File: config.mk
export PLATFORM = sky130hd
export DESIGN_NAME = gpx_core
export DESIGN_NICKNAME = d
export VERILOG_FILES = /design/src/rtl/gpx_pkg.sv /design/src/rtl/gpx_sync.sv /design/src/rtl/gpx_regfile.sv /design/src/rtl/gpx_pin_ctrl.sv /design/src/rtl/gpx_rd_mux.sv /design/src/rtl/gpx_core.sv
export SDC_FILE = /design/constraint.sdc
export NUM_CORES = 1
export LEC_CHECK = 0
export ABC_AREA = 1
export BUFFER_PORTS_ARGS = -buffer_cell sky130_fd_sc_hd__buf_2
export CORE_ASPECT_RATIO = 1.25
export CORE_MARGIN = 4
export CORE_UTILIZATION = 51
export CTS_BUF_LIST = sky130_fd_sc_hd__clkbuf_8 sky130_fd_sc_hd__clkbuf_16
export CTS_CLUSTER_SIZE = 16
export DETAILED_ROUTE_END_ITERATION = 6
export GPL_ROUTABILITY_DRIVEN = 0
export PLACE_DENSITY_LB_ADDON = 0.05
export SYNTH_ARGS = -nofsm -noshare
export SYNTH_HDL_FRONTEND = slang
export SYNTH_HIERARCHICAL = 1
export SYNTH_SLANG_ARGS = --single-unit
File: constraint.sdc
create_clock -name clk -period 1.2 [get_ports clk]
set_input_delay 0.06 -clock clk [delete_from_list [all_inputs] [get_ports clk]]
set_output_delay 0.06 -clock clk [all_outputs]
set_load 0.01 [all_outputs]
File: src/rtl/gpx_pkg.sv
// Package: register index map and fixed constants of the GPIO expander core.
// Assumes a 5-bit index and 16-bit data on the register port.
package gpx_pkg;
    localparam int unsigned REG_AW     = 5;
    localparam int unsigned REG_DW     = 16;
    localparam int unsigned BANK_W     = 16;
    localparam logic [REG_AW-1:0] ADDR_CTRL  = 5'h00;
    localparam logic [REG_AW-1:0] ADDR_ID    = 5'h01;
    localparam logic [REG_AW-1:0] ADDR_SEL0  = 5'h02;
    localparam logic [REG_AW-1:0] ADDR_DIR0  = 5'h05;
    localparam logic [REG_AW-1:0] ADDR_DATA0 = 5'h1C;
    localparam logic [REG_DW-1:0] ID_VALUE   = 16'h0370;
    localparam int unsigned START_BIT  = 1;
    localparam int unsigned HI_DIR_OFS = 5;
endpackage

File: src/rtl/gpx_sync.sv
// Module: multi-stage synchronizer for the asynchronous pad inputs.
// Assumes each bit is independent, so no bus coherency is needed.
module gpx_sync #(
    parameter int unsigned W      = 37,
    parameter int unsigned STAGES = 2
) (
    input  logic         clk,
    input  logic         rst_n,
    input  logic [W-1:0] d,
    output logic [W-1:0] q
);
    logic [W-1:0] stg [STAGES];

    // shift the pad levels through the flop chain
    always_ff @(posedge clk) begin
        if (!rst_n) begin
            stg <= '{default: '0};
        end else begin
            stg[0] <= d;
            for (int i = 1; i < STAGES; i++) begin
                stg[i] <= stg[i-1];
            end
        end
    end

    assign q = stg[STAGES-1];
endmodule

File: src/rtl/gpx_regfile.sv
// Module: writable state of the expander (start bit, select, direction, latches).
// Assumes the pin count leaves a partial last bank of at most HI_DIR_OFS pins,
// whose direction bits live in that bank's select register.
module gpx_regfile
    import gpx_pkg::*;
#(
    parameter int unsigned NUM_PINS = 37
) (
    input  logic                clk,
    input  logic                rst_n,
    input  logic                wr_en,
    input  logic [REG_AW-1:0]   wr_addr,
    input  logic [REG_DW-1:0]   wr_data,
    output logic                start,
    output logic [NUM_PINS-1:0] sel,
    output logic [NUM_PINS-1:0] dir,
    output logic [NUM_PINS-1:0] lat
);
    localparam int unsigned NB  = (NUM_PINS + BANK_W - 1) / BANK_W;
    localparam int unsigned FB  = NUM_PINS / BANK_W;
    localparam int unsigned REM = NUM_PINS - FB * BANK_W;

    logic start_q;

    // global start bit in the control register
    always_ff @(posedge clk) begin
        if (!rst_n) begin
            start_q <= 1'b0;
        end else if (wr_en && wr_addr == ADDR_CTRL) begin
            start_q <= wr_data[START_BIT];
        end
    end
    assign start = start_q;

    for (genvar b = 0; b < NB; b++) begin : g_bank
        localparam int unsigned BW = (b < FB) ? BANK_W : REM;
        localparam int unsigned LO = b * BANK_W;
        localparam logic [REG_AW-1:0] A_SEL = REG_AW'(ADDR_SEL0 + b);
        localparam logic [REG_AW-1:0] A_DAT = REG_AW'(ADDR_DATA0 + b);
        logic [BW-1:0] sel_q;
        logic [BW-1:0] lat_q;

        // select bits of this bank
        always_ff @(posedge clk) begin
            if (!rst_n) begin
                sel_q <= '0;
            end else if (wr_en && wr_addr == A_SEL) begin
                sel_q <= wr_data[BW-1:0];
            end
        end

        // output latches of this bank
        always_ff @(posedge clk) begin
            if (!rst_n) begin
                lat_q <= '0;
            end else if (wr_en && wr_addr == A_DAT) begin
                lat_q <= wr_data[BW-1:0];
            end
        end

        assign sel[LO +: BW] = sel_q;
        assign lat[LO +: BW] = lat_q;

        if (b < FB) begin : g_full_dir
            localparam logic [REG_AW-1:0] A_DIR = REG_AW'(ADDR_DIR0 + b);
            logic [BW-1:0] dir_q;
            // direction register of a full bank, inputs after reset
            always_ff @(posedge clk) begin
                if (!rst_n) begin
                    dir_q <= '1;
                end else if (wr_en && wr_addr == A_DIR) begin
                    dir_q <= wr_data;
                end
            end
            assign dir[LO +: BW] = dir_q;
        end else begin : g_packed_dir
            logic [BW-1:0] dir_q;
            // direction bits packed above the select bits of the partial bank
            always_ff @(posedge clk) begin
                if (!rst_n) begin
                    dir_q <= '1;
                end else if (wr_en && wr_addr == A_SEL) begin
                    dir_q <= wr_data[HI_DIR_OFS +: BW];
                end
            end
            assign dir[LO +: BW] = dir_q;
        end
    end
endmodule

File: src/rtl/gpx_pin_ctrl.sv
// Module: per-pin tri-state control and data-readback selection.
// Assumes all inputs are registered state, so outputs are glitch-safe per cycle.
module gpx_pin_ctrl #(
    parameter int unsigned NUM_PINS = 37
) (
    input  logic                start,
    input  logic [NUM_PINS-1:0] sel,
    input  logic [NUM_PINS-1:0] dir,
    input  logic [NUM_PINS-1:0] lat,
    input  logic [NUM_PINS-1:0] pin_sync,
    output logic [NUM_PINS-1:0] pad_oe,
    output logic [NUM_PINS-1:0] pad_out,
    output logic [NUM_PINS-1:0] pin_rd
);
    for (genvar i = 0; i < NUM_PINS; i++) begin : g_pin
        logic drive;
        // enable the driver only for started, selected output pins
        assign drive      = start & sel[i] & ~dir[i];
        assign pad_oe[i]  = drive;
        assign pad_out[i] = drive & lat[i];
        // readback: pad level for inputs, latch for outputs
        assign pin_rd[i]  = dir[i] ? pin_sync[i] : lat[i];
    end
endmodule

File: src/rtl/gpx_rd_mux.sv
// Module: combinational register read multiplexer.
// Assumes unimplemented indices return zero.
module gpx_rd_mux
    import gpx_pkg::*;
#(
    parameter int unsigned NUM_PINS = 37
) (
    input  logic [REG_AW-1:0]   rd_addr,
    input  logic                start,
    input  logic [NUM_PINS-1:0] sel,
    input  logic [NUM_PINS-1:0] dir,
    input  logic [NUM_PINS-1:0] pin_rd,
    output logic [REG_DW-1:0]   rd_data
);
    localparam int unsigned NB  = (NUM_PINS + BANK_W - 1) / BANK_W;
    localparam int unsigned FB  = NUM_PINS / BANK_W;
    localparam int unsigned REM = NUM_PINS - FB * BANK_W;

    logic [REG_DW-1:0] word_sel [NB];
    logic [REG_DW-1:0] word_dat [NB];
    logic [REG_DW-1:0] word_dir [FB];

    for (genvar b = 0; b < NB; b++) begin : g_word
        localparam int unsigned LO = b * BANK_W;
        if (b < FB) begin : g_full
            assign word_sel[b] = sel[LO +: BANK_W];
            assign word_dat[b] = pin_rd[LO +: BANK_W];
            assign word_dir[b] = dir[LO +: BANK_W];
        end else begin : g_part
            logic [REG_DW-1:0] w_sel;
            logic [REG_DW-1:0] w_dat;
            // pack select and direction bits of the partial bank
            always_comb begin
                w_sel = '0;
                w_sel[REM-1:0] = sel[LO +: REM];
                w_sel[HI_DIR_OFS +: REM] = dir[LO +: REM];
            end
            // zero-extend the partial data word
            always_comb begin
                w_dat = '0;
                w_dat[REM-1:0] = pin_rd[LO +: REM];
            end
            assign word_sel[b] = w_sel;
            assign word_dat[b] = w_dat;
        end
    end

    // pick the word addressed by rd_addr
    always_comb begin
        rd_data = '0;
        if (rd_addr == ADDR_CTRL) rd_data[START_BIT] = start;
        if (rd_addr == ADDR_ID)   rd_data = ID_VALUE;
        for (int b = 0; b < int'(NB); b++) begin
            if (rd_addr == REG_AW'(ADDR_SEL0 + b))  rd_data = word_sel[b];
            if (rd_addr == REG_AW'(ADDR_DATA0 + b)) rd_data = word_dat[b];
        end
        for (int b = 0; b < int'(FB); b++) begin
            if (rd_addr == REG_AW'(ADDR_DIR0 + b)) rd_data = word_dir[b];
        end
    end
endmodule

File: src/rtl/gpx_core.sv
// Module: top of the register-mapped GPIO expander core.
// Assumes a host that writes through reg_wr_en and reads combinationally.
module gpx_core
    import gpx_pkg::*;
#(
    parameter int unsigned NUM_PINS    = 37,
    parameter int unsigned SYNC_STAGES = 2
) (
    input  logic                clk,
    input  logic                rst_n,
    input  logic [4:0]          reg_addr,
    input  logic                reg_wr_en,
    input  logic [15:0]         reg_wdata,
    output logic [15:0]         reg_rdata,
    input  logic [NUM_PINS-1:0] pad_in,
    output logic [NUM_PINS-1:0] pad_oe,
    output logic [NUM_PINS-1:0] pad_out
);
    logic                ctl_start;
    logic [NUM_PINS-1:0] pin_sel;
    logic [NUM_PINS-1:0] pin_dir;
    logic [NUM_PINS-1:0] pin_lat;
    logic [NUM_PINS-1:0] pin_sync;
    logic [NUM_PINS-1:0] pin_rd;

    gpx_sync #(.W(NUM_PINS), .STAGES(SYNC_STAGES)) u_sync (
        .clk   (clk),
        .rst_n (rst_n),
        .d     (pad_in),
        .q     (pin_sync)
    );

    gpx_regfile #(.NUM_PINS(NUM_PINS)) u_regs (
        .clk     (clk),
        .rst_n   (rst_n),
        .wr_en   (reg_wr_en),
        .wr_addr (reg_addr),
        .wr_data (reg_wdata),
        .start   (ctl_start),
        .sel     (pin_sel),
        .dir     (pin_dir),
        .lat     (pin_lat)
    );

    gpx_pin_ctrl #(.NUM_PINS(NUM_PINS)) u_pins (
        .start    (ctl_start),
        .sel      (pin_sel),
        .dir      (pin_dir),
        .lat      (pin_lat),
        .pin_sync (pin_sync),
        .pad_oe   (pad_oe),
        .pad_out  (pad_out),
        .pin_rd   (pin_rd)
    );

    gpx_rd_mux #(.NUM_PINS(NUM_PINS)) u_rd (
        .rd_addr (reg_addr),
        .start   (ctl_start),
        .sel     (pin_sel),
        .dir     (pin_dir),
        .pin_rd  (pin_rd),
        .rd_data (reg_rdata)
    );
endmodule

* Word level (Yosys, flattened, before mapping) *
Index checks and enable logic that the tools add are counted.

word-level totals
  flip-flop bits (word level) = 186
  bits of input ports = 61

operators by class
  equality and inequality tests = 9
  mux-type cells = 47
  bitwise gates (word level) = 148
  reductions and logical operators = 10

operators by type and width
  operator                                       count
  2-to-1 mux 16 bit                              8
  AND 1 bit                                      111
  2-to-1 mux 1 bit                               38
  inverter 1 bit                                 37
  == test 5 x 3 -> 1 bit, second input constant  3
  == test 5 bit, second input constant           3
  == test 5 x 2 -> 1 bit, second input constant  2
  2-to-1 mux 10 bit                              1
  logical AND 1 bit                              9
  == test 5 x 1 -> 1 bit, second input constant  1
  logical NOT 5 bit                              1

* Longest topological paths before layout *
  word-level depth = 11
  mapped depth = 10
  gate-level depth less buffers = 9

* Cells and area by module *
The synthesis kept the hierarchy.

by module, submodules not included
  module        times used  cells an instance  area an instance (um2)  sequential area each (um2)
  gpx_regfile   1           670                4599.4                  2242.2
  gpx_sync      1           267                2394.8                  1481.4
  gpx_pin_ctrl  1           300                1654.1                  0.0
  gpx_rd_mux    1           229                1058.5                  0.0

* Least setup slack after synthesis *
No wires, ideal clock.

  path kind = input-to-output
  from = input reg_addr[0]
  to = output reg_rdata[9]
  arrival = 1.032 ns
  path slack = 0.108 ns
  stages on the path = 7
  buffers on the path = 2
  cell sequence = buf_2 > nor2_4 > nand4_2 > buf_2 > or2_0 > nand2_1 > nand3_1

on the way
  longest elaborated chain between the ends = 10
  elaborated cells between the ends (all ways) = 18
  classes of those cells = eq/ne (9); mux (9)

ends and longest elaborated chain
  element                 RTL line          source
  start, declared         gpx_core.sv:11    input logic [4:0] reg_addr,
  == test 5 x 1 -> 1 bit  gpx_rd_mux.sv:52  if (rd_addr == ADDR_ID) rd_data = ID_VALUE;
  2-to-1 mux 10 bit       gpx_rd_mux.sv:52
  2-to-1 mux 16 bit       gpx_rd_mux.sv:54  if (rd_addr == REG_AW'(ADDR_SEL0 + b)) rd_data = word_sel[b];
  2-to-1 mux 16 bit       gpx_rd_mux.sv:55  if (rd_addr == REG_AW'(ADDR_DATA0 + b)) rd_data = word_dat[b];
  2-to-1 mux 16 bit       gpx_rd_mux.sv:54
  2-to-1 mux 16 bit       gpx_rd_mux.sv:55
  2-to-1 mux 16 bit       gpx_rd_mux.sv:54
  2-to-1 mux 16 bit       gpx_rd_mux.sv:55
  2-to-1 mux 16 bit       gpx_rd_mux.sv:58  if (rd_addr == REG_AW'(ADDR_DIR0 + b)) rd_data = word_dir[b];
  2-to-1 mux 16 bit (*)   gpx_rd_mux.sv:58
  end, declared           gpx_core.sv:14    output logic [15:0] reg_rdata,

Mark *: on every way between the ends. The rest lies on a longest branch, timed or not.

* Worst setup path after layout *
  from = register u_regs.g_bank[0].lat_q[5]
  to = output reg_rdata[5]

on the way
  longest elaborated chain between the ends = 8

ends and longest elaborated chain
  element                          RTL line            source
  start, declared                  gpx_regfile.sv:41   logic [BW-1:0] lat_q;
  start signal, assigned           gpx_regfile.sv:57   lat_q <= wr_data[BW-1:0];
  2-to-1 mux 1 bit                 gpx_pin_ctrl.sv:22  assign pin_rd[i] = dir[i] ? pin_sync[i] : lat[i];
  named net pin_rd[5]              gpx_core.sv:24      logic [NUM_PINS-1:0] pin_rd;
  2-to-1 mux 16 bit                gpx_rd_mux.sv:55
  2-to-1 mux 16 bit                gpx_rd_mux.sv:54
  2-to-1 mux 16 bit                gpx_rd_mux.sv:55
  2-to-1 mux 16 bit                gpx_rd_mux.sv:54
  2-to-1 mux 16 bit                gpx_rd_mux.sv:55
  2-to-1 mux 16 bit (2 in series)  gpx_rd_mux.sv:58

The timed path passes the listed nets, and every way through them passes these cells.

==> results.md <==
* Outcome: finished, violations left
* Worst setup startpoint: u_regs/g_bank[0].lat_q[5]
* Comb pwr share at 0.104
* Slew Viols, Final at 0
* Final net count at 1,752
* Tightest Pin Transition at between 0.6 and 0.7 ns
* Unique masters post-synth at 26
* Flip-flop and latch count after synthesis at 186
* Worst-path clk slew at 0.07 ns
* Ratio of cells with drive above 1 in the final layout at 0.329
* Post-synth EDFFs at 0
* WS Path Type: flip-flop to output port
* First-pass GRT wire length at 48.2 mm
* Switch Pwr at 3.51 mW
* FFs w/ async S/R, synth at 0
* Relative slew slack at 0.591
* Crit. End Element: output port
* Failing checks: negative setup slack
* CP required at 1.14 ns
* Chip height at 162 um
* Post-DRT Antenna Nets at 0
* Met2 wire len at about 16 mm
* Deepest clock path buffer count at 2
* Post-Route WL at 31.0 mm
* Leakage at ~7.0 nW
* CP arrival at 1.54 ns
* CP Max Fanout at 2
* Net Sw Frac at 0.251
* Count of buffers from port buffering at 150
* Final instance area at 13,300 um^2
* Multi-input logic area at approximately 4500 um^2
* Die W at ~130 um
* Layout fillers at 1,560
* # setup viols final at 90
* Endpoints failing hold at 0
* Most used DFF post-synth: dfxtp_1
* Vias at 9,625
* Cell internal pwr at approximately 10 mW
* Final WS setup at -0.396 ns
* Max Cap Viol at 0
* Antenna Diode Count at 0
* Total track usage at 0.288
* Fmax at 627 MHz
* Vias in the first global route at 9,268
* Top cell type's share of synthesized area at 0.384
* Post-Route M1 WL at 11.6 mm
* H-tree depth at 4
* Clock skew at 0.00426 ns
* Clock group share of total power at 0.437
* Setup TNS at -24.86 ns
* Hold_sp: rst_n
* Top routing layer used: met4
* Flop pwr share at 0.459
* Cell area after synthesis at 9710 um^2
* Hold crit path type: input pin to flip-flop
* Die area at 21,300 um^2
* Placed Cells at 1,831
* Inserted Clock Buffers at 17
* Initial DRC Count at 774
* Drt first pass iters at 5
* Ys Warns at 6
* WL per Instance at 16.0 um
* Starting Density at 0.519
* Sequential share of the synthesized area at 0.384
* Clock sink count at 186
* I/O pin count at approximately 150
* Synth cell count leaders: nand2_1 (365), inv_1 (290), dfxtp_1 (186)
* RSZ-0062 raised after global routing: true
* Post-Syn Nets at 1,527
* FF-to-FF Start: u_regs/start
* DR WL met3 at about 1.4 mm
* Synthesized area per cell at 6.62 um^2
* Initial antenna violation count at 0
* Startpoint types: flip-flop
* Total power at 14.0 mW
* Cell taking the most area after synthesis: dfxtp_1
* Min Clock Period, post-route at 1.60 ns
* Tcrit/Tclk final at 1.33
* Cell Rows at between 50 and 60
* Root Driver: clkbuf_16
* Count leader, synth: nand2_1
* Worst skew pair latency at approximately 0.43 ns
* Ranking of synthesized cells by area: dfxtp_1 (38%), nand2_1 (14%), inv_1 (11%), nand3_1 (9.2%), buf_4 (6.0%)
* Non-Filler Instances at between 1,500 and 2,000
* Placeable Area at 18,700 um^2
* Final HPWL DP at around 21 mm
* CTS tree: built
* Largest net degree at the start of global routing at 48
* GRT Residual Overflow at 0
* Layout area overhead at 37.3%
* Drt drc at 0
* Register Area at 3820 um^2
* Cell Area, Placed at 11,000 um^2
* Vias per inst at 4.97
* Synth Instances at 1,466
* Peak VDD IR at 0.972 mV
* Pwr dens at 1050 nW/um^2
critical path, stage by stage, from the launching register on:
cell,delay [ns]
dfxtp_2,0.34
inv_2,0.06
o21ai_2,0.11
nand3_1,0.08
o21ai_1,0.11
o21ai_1,0.10
nand2_1,0.07
nand2_1,0.07
nand3_2,0.08
buf_6,0.10
power groups by stage:
stage | sequential [mW] | combinational, mW | clock (mW)
final | 6.42 | 1.46 | 6.12
after global placement | 6.57 | 1.18 | 0
after CTS | 6.43 | 1.41 | 6.20
after floorplan | 6.53 | 0.703 | 0
after global routing | 6.43 | 1.59 | 6.47
after detailed placement | 6.57 | 1.19 | 0
repair_timing:
item,CTS,global route
gates cloned,2,1
resized for setup,225,95
endpoints found under the setup margin,90,91
hold buffers,64,0
hold endpoints to repair,99,0
pin swaps,69,54
buffers inserted,18,1
metal layers:
metal | global-route usage | vias to the layer above
met2 | 0.516 | 330
met4 | 0.191 | 0
met1 | 0.322 | 4394
met5 | 0 | -
met3 | 0.0381 | 98
li1 | - | 4803
cell usage in the layout, fill, tap and decap left out, types with 37 or more instances in the layout:
cell	synthesis	routed
dlygate4sd3_1	0	64
nand3_4	3	37
nand2_1	365	349
buf_6	7	49
inv_2	3	55
nand3_1	178	156
a21oi_1	42	39
buf_2	26	104
inv_1	290	237
dfxtp_1	186	134
dfxtp_2	0	41
nor2_1	122	114
buf_4	77	103
state kept, by name (all words and copies together) (netlist names):
| name | count |
|---|---|
| u_regs/g_bank.lat_q | 37 |
| u_regs/start | 1 |
| u_regs/g_bank.g_full_dir.dir_q | 32 |
| u_regs/g_bank.sel_q | 37 |
| u_sync/q | 37 |
| u_regs/g_bank.g_packed_dir.dir_q | 5 |
| u_sync/stg | 37 |
through the flow:
step	hold WS (ns)	util	worst slack, ns
after detailed placement	0.244	0.587	-0.188
final	0.101	0.712	-0.396
after floorplan	0.153	-	0.108
after CTS	0.0766	0.695	-0.398
after global routing	0.0891	0.712	-0.468
after global placement	0.241	0.587	-0.173
logic make-up after synthesis:
family          synth area share
compound gates            0.0482
buf+inv                    0.210
flops                      0.384
simple gates               0.358
final timing paths:
| check | cells past startpoint | slack [ns] | end |
|---|---|---|---|
| max | 9 | -0.40 | reg_rdata[5] |
| min | 3 | 0.10 | u_regs/g_bank[1].g_full_dir.dir_q[15] |
| max reg2reg | 6 | 0.05 | u_regs/start |
| min reg2reg | 2 | 0.41 | u_sync/q[6] |
cell type report:
cell class	count	area share
multi-input combinational	849	0.338
sequential	186	0.286
tap	232	0.0218
clock inverter	14	0.0157
inverter	293	0.0829
timing repair buffer	344	0.224
clock buffer	17	0.0319
No activity file was read; power rests on OpenSTA's default activity.
